--- src/rtl/pld_mc_pkg.sv ---
`timescale 1ns/1ps
package pld_mc_pkg;

  typedef struct packed {
    logic toggle;    // T-type when set
    logic sync_clk;  // regional pin gated by clock term
    logic fb_sum;    // feedback carries the sum term
  } mc_cfg_t;

  // Next register value on a register clock transition.
  function automatic logic f_next_q(input logic toggle, input logic q, input logic d);
    return toggle ? (q ^ d) : d;
  endfunction

  // Level of the derived register clock.
  function automatic logic f_clk_level(input logic sync_clk, input logic pin, input logic pt);
    return sync_clk ? (pin & pt) : pt;
  endfunction

endpackage

--- src/rtl/pld_mc_sum_term.sv ---
`timescale 1ns/1ps
module pld_mc_sum_term #(
  parameter int N_UNI = 1,
  parameter int N_REG = 4
) (
  input  logic [N_UNI-1:0] uni_pt,
  input  logic [N_REG-1:0] reg_pt,
  output logic             sum
);
  localparam int N_PT = N_UNI + N_REG;

  logic [N_PT-1:0] terms;
  logic [N_PT:0]   acc;

  assign terms  = {uni_pt, reg_pt};
  assign acc[0] = 1'b0;

  for (genvar i = 0; i < N_PT; i++) begin : g_or
    assign acc[i+1] = acc[i] | terms[i];
  end

  assign sum = acc[N_PT];
endmodule

--- src/rtl/pld_mc_clk_sel.sv ---
`timescale 1ns/1ps
module pld_mc_clk_sel
  import pld_mc_pkg::*;
(
  input  logic clk,
  input  logic rst_n,
  input  logic sync_clk,
  input  logic pin,
  input  logic pt,
  output logic clk_rise
);
  logic lvl;
  logic lvl_prev;

  assign lvl = f_clk_level(sync_clk, pin, pt);

  always_ff @(posedge clk) begin
    if (!rst_n) lvl_prev <= 1'b0;
    else        lvl_prev <= lvl;
  end

  assign clk_rise = lvl & ~lvl_prev;

  // with pin clocking, a low pin blocks any register clock
  p_pin_gates_r4: assert property (@(posedge clk) disable iff (!rst_n)
    (sync_clk && !pin) |-> !clk_rise);
endmodule

--- src/rtl/pld_mc_reg_core.sv ---
`timescale 1ns/1ps
module pld_mc_reg_core
  import pld_mc_pkg::*;
(
  input  logic clk,
  input  logic rst_n,
  input  logic toggle,
  input  logic d,
  input  logic clk_rise,
  input  logic preset,
  input  logic reset,
  output logic q
);
  always_ff @(posedge clk) begin
    if (!rst_n)        q <= 1'b0;
    else if (reset)    q <= 1'b0;
    else if (preset)   q <= 1'b1;
    else if (clk_rise) q <= f_next_q(toggle, q, d);
  end

  p_reset_wins_r6: assert property (@(posedge clk) disable iff (!rst_n)
    reset |=> !q);

  p_preset_sets_r5: assert property (@(posedge clk) disable iff (!rst_n)
    (preset && !reset) |=> q);

  p_no_edge_hold_r11: assert property (@(posedge clk) disable iff (!rst_n)
    (!clk_rise && !preset && !reset) |=> $stable(q));

  p_d_load_r1: assert property (@(posedge clk) disable iff (!rst_n)
    (clk_rise && !toggle && !preset && !reset) |=> (q == $past(d)));

  p_toggle_r2: assert property (@(posedge clk) disable iff (!rst_n)
    (clk_rise && toggle && d && !preset && !reset) |=> (q != $past(q)));
endmodule

--- src/rtl/pld_macrocell.sv ---
`timescale 1ns/1ps
module pld_macrocell
  import pld_mc_pkg::*;
#(
  parameter int N_UNI = 1,
  parameter int N_REG = 4
) (
  input  logic             clk,
  input  logic             rst_n,
  input  logic             cfg_toggle_i,
  input  logic             cfg_sync_clk_i,
  input  logic             cfg_fb_sum_i,
  input  logic [N_UNI-1:0] uni_pt_i,
  input  logic [N_REG-1:0] reg_pt_i,
  input  logic             clk_pt_i,
  input  logic             rclk_pin_i,
  input  logic             preset_pt_i,
  input  logic             reset_pt_i,
  output logic             q_o,
  output logic             q_n_o,
  output logic             fb_o
);
  mc_cfg_t cfg_q;
  logic    sum_d;
  logic    clk_rise;

  // Configuration is captured only while reset is held.
  always_ff @(posedge clk) begin
    if (!rst_n) begin
      cfg_q.toggle   <= cfg_toggle_i;
      cfg_q.sync_clk <= cfg_sync_clk_i;
      cfg_q.fb_sum   <= cfg_fb_sum_i;
    end
  end

  pld_mc_sum_term #(.N_UNI(N_UNI), .N_REG(N_REG)) u_sum (
    .uni_pt (uni_pt_i),
    .reg_pt (reg_pt_i),
    .sum    (sum_d)
  );

  pld_mc_clk_sel u_clk (
    .clk      (clk),
    .rst_n    (rst_n),
    .sync_clk (cfg_q.sync_clk),
    .pin      (rclk_pin_i),
    .pt       (clk_pt_i),
    .clk_rise (clk_rise)
  );

  pld_mc_reg_core u_core (
    .clk      (clk),
    .rst_n    (rst_n),
    .toggle   (cfg_q.toggle),
    .d        (sum_d),
    .clk_rise (clk_rise),
    .preset   (preset_pt_i),
    .reset    (reset_pt_i),
    .q        (q_o)
  );

  assign q_n_o = ~q_o;
  assign fb_o  = cfg_q.fb_sum ? sum_d : q_o;

  // with Q feedback the bus follows the register across clock cycles
  p_fb_tracks_q_r8: assert property (@(posedge clk) disable iff (!rst_n)
    (!cfg_q.fb_sum && $stable(q_o)) |-> (fb_o == q_o));
endmodule

--- config.mk ---
export PLATFORM = sky130hd
export DESIGN_NAME = pld_macrocell
export DESIGN_NICKNAME = d
export VERILOG_FILES = /design/src/rtl/pld_mc_pkg.sv /design/src/rtl/pld_mc_sum_term.sv /design/src/rtl/pld_mc_clk_sel.sv /design/src/rtl/pld_mc_reg_core.sv /design/src/rtl/pld_macrocell.sv
export SDC_FILE = /design/constraint.sdc
export NUM_CORES = 1
export LEC_CHECK = 0
export CORE_AREA = 10 10 47 49
export CTS_CLUSTER_DIAMETER = 150
export DETAILED_ROUTE_END_ITERATION = 10
export DIE_AREA = 0 0 57 59
export DONT_BUFFER_PORTS = 1
export GPL_TIMING_DRIVEN = 0
export PLACE_DENSITY = 0.3
export SLEW_MARGIN = 30
export SYNTH_ARGS = -nofsm -noshare
export SYNTH_HDL_FRONTEND = slang
export SYNTH_HIERARCHICAL = 1
export SYNTH_SLANG_ARGS = --single-unit
--- constraint.sdc ---
create_clock -name clk -period 1.44 [get_ports clk]
set_clock_uncertainty 0.15 [all_clocks]
set_input_delay 0.432 -clock clk [delete_from_list [all_inputs] [get_ports clk]]
set_output_delay 0.432 -clock clk [all_outputs]
set_load 0.02 [all_outputs]
==> results.sh <==
export IMPL_clock_fmax_mhz=645
export IMPL_clockBufferDepth=2
export IMPL_wl_um=569
export IMPL_worstPathCellList="mux2_4"
export IMPL_clock_sinks=5
export IMPL_vias=174
export IMPL_num_rows=14
export IMPL_worstPathMaxFanout=1
export IMPL_drive_above_1_share=0.346
export IMPL_worst_slack_ns=-0.110
export IMPL_cts_hold_buf=0
export IMPL_gr_usage_met1=0.0299
export IMPL_grt_pass1_vias=207
export IMPL_start_util=0.168
export IMPL_ys_seq_area_frac=0.553
export IMPL_n_antenna_cell=0
export IMPL_worstSetupPathDepth=1
export IMPL_fin_nets=41
export IMPL_htreeDepth=1
export IMPL_dr_pass1_iters=2
export IMPL_required_ns=0.86
export IMPL_drt_iter0_drc=1
export IMPL_whs_path_depth=0
export IMPL_io_pins=17
export IMPL_synth_ff_type="edfxtp_1"
export IMPL_synth_area_per_cell_um2=11.2
export IMPL_yosys_area_share_adder=0
export IMPL_synth_area_um2=235
export IMPL_yosysTopAreaCell="edfxtp_1"
export IMPL_end_kind="primary output"
export IMPL_post_drt_wl_per_cell_um=13.5
export IMPL_slew_headroom=0.878
export IMPL_powerDensity_nw_per_um2=1210
export IMPL_fin_tns_setup_ns=-0.110
export IMPL_violations="setup timing"
export IMPL_ys_types=14
export IMPL_drt_vias_per_instance=4.14
export IMPL_synthArstFlopShare=0
export IMPL_netlist_top_cells_area="edfxtp_1 (38%), dfxtp_1 (17%), mux2_4 (6.4%)"
export IMPL_yosys_mux_area_fraction=0.0638
export IMPL_cp_num_buf_inv=0
export IMPL_crit_start="cfg_q[0]$_DFFE_PN_"
export IMPL_dpl_cell_area_um2=260
export IMPL_groute_layer_met2_usage=0.0450
export IMPL_clkLatencyLatePin_ns=0.24
export IMPL_clk_pin_slew_ns=0.04
export IMPL_yosys_area_share_simple=0.250
export IMPL_post_route_util=0.215
export IMPL_grt_overflow_total=0
export IMPL_timing_rr_end="u_core/q$_SDFFE_PP0P_"
export IMPL_grt_max_degree=6
export IMPL_synth_top_family_by_area="simple AND/OR/NAND/NOR gates"
export IMPL_p_leak_nw=0.121
export IMPL_ff2ff_setup_slack_ns=0.16
export IMPL_cts_tree="yes"
export IMPL_reg2reg_from="cfg_q[1]$_DFFE_PN_"
export IMPL_synth_nets=35
export IMPL_rsz0062_at_grt="true"
export IMPL_peakVddDrop_uv=523
export IMPL_hold_violations=0
export IMPL_synth_common_cells="edfxtp_1 (3), inv_1 (3), dfxtp_1 (2), nand2_1 (2), nor2_1 (2)"
export IMPL_run_status="finished, violations left"
export IMPL_critPathMaxStageDelay_ns=0.38
export IMPL_period_share=1.08
export IMPL_antenna_found_initial=0
export IMPL_die_x_um=57
export IMPL_synth_edff_count=3
export IMPL_reg2reg_depth=5
export IMPL_numCtsBuffers=3
export IMPL_whs_ns=0.138
export IMPL_crit_arrival_ns=0.97
export IMPL_grt_pass1_wl_um=869
export IMPL_root_buffer="clkbuf_4"
export IMPL_use_met3=0.0494
export IMPL_gp_congestion=0.564
export IMPL_start_kind="flop"
export IMPL_die_area_um2=3360
export IMPL_synth_seq_cells=5
export IMPL_dp_slack_ns=-0.156
export IMPL_synth_compound_area_share=0.0851
export IMPL_yosys_warnings=6
export IMPL_hp_class="in -> reg"
export IMPL_track_usage=0.0373
export IMPL_synthCells=21
export IMPL_maxCapViolCount=0
export IMPL_synthToLayoutAreaGrowth_pct=28.2
export IMPL_endpoint="fb_o"
export IMPL_path_class="reg -> out"
export IMPL_fin_area_um2=302
export IMPL_antenna_left=0
export IMPL_timing_final_crit_period_ns=1.55
export IMPL_setup_viol=1
export IMPL_drcViolationCount=0
export IMPL_maxSlewViolCount=0
export IMPL_path_delay_family="flip-flops"
export IMPL_cp_slowest_cell="edfxtp_1"
export IMPL_grt_busiest_layer="met3"
export IMPL_placement_io_buffers=0
export IMPL_tightest_slew_ns=0.182
export IMPL_synth_xor_area_share=0
export IMPL_synth_top_area_frac=0.383
export IMPL_core_area_um2=1400
export IMPL_dieHeight_um=59
[cell type report]
type | instances | area, um2
fillers | 164 | 1100
flip-flops and latches | 5 | 131
multi-input cells | 13 | 105
clock buffers | 4 | 26.3
well taps | 16 | 20.0
inverters | 3 | 11.3
repair buffers | 1 | 7.51
[stage by stage]
stage,instances,power [mW]
after floorplan,21,0.201
after global placement,37,0.205
after detailed placement,37,0.205
after CTS,42,0.373
after global routing,42,0.389
final,42,0.364
[worst min path at each step]
stage                                    startpoint                     to  slack (ns)
after floorplan           u_clk/lvl_prev$_SDFF_PN0_  u_core/q$_SDFFE_PP0P_        0.36
after global placement               cfg_sync_clk_i     cfg_q[1]$_DFFE_PN_        0.38
after CTS                            cfg_sync_clk_i     cfg_q[1]$_DFFE_PN_        0.13
after global routing                   cfg_fb_sum_i     cfg_q[0]$_DFFE_PN_        0.12
after detailed placement             cfg_sync_clk_i     cfg_q[1]$_DFFE_PN_        0.38
final                                  cfg_fb_sum_i     cfg_q[0]$_DFFE_PN_        0.14
[cell families after synthesis]
logic type | Yosys count
AOI/OAI and AO/OA | 3
buffers and inverters | 3
DFF | 5
muxes | 1
and+or+nand+nor | 9
[what timing repair did]
action                     4_1_cts  5_1_grt
resized for setup                1        1
pin swaps                        1        1
setup endpoints to repair        2        1
setup buffers                    1        0
[cells in the final DEF, fill, tap and decap left out, drive strengths merged]
cell | Yosys | routed
clkbuf | 0 | 4
inv | 3 | 3
edfxtp | 3 | 3
nand2 | 2 | 2
nor2 | 2 | 2
dfxtp | 2 | 2
mux2 | 1 | 1
nor2b | 1 | 1
nor3b | 1 | 1
nand3 | 1 | 1
o21ai | 1 | 1
a211o | 1 | 1
nand3b | 1 | 1
a31oi | 1 | 1
buf | 0 | 1
nor3 | 1 | 1
[metal layers]
| layer | part of all wire | routed length (um) | vias to the layer above |
|---|---|---|---|
| met2 | 0.37 | 208 | 16 |
| met4 | 0.014 | 8 | 0 |
| met1 | 0.43 | 246 | 74 |
| met3 | 0.19 | 106 | 2 |
| li1 | - | - | 82 |
| met5 | 0 | 0 | - |
[where the power goes]
group	switching, mW	total (mW)	internal (mW)
clock	0.0554	0.160	0.105
combinational	0.0154	0.0323	0.0168
sequential	0.00798	0.172	0.164
total	0.0789	0.364	0.285
[sequential cells by signal (all words and copies together) (netlist names)]
register,flops
cfg_q,3
u_clk/lvl_prev,1
u_core/q,1
(Power assumes the default switching activity.)
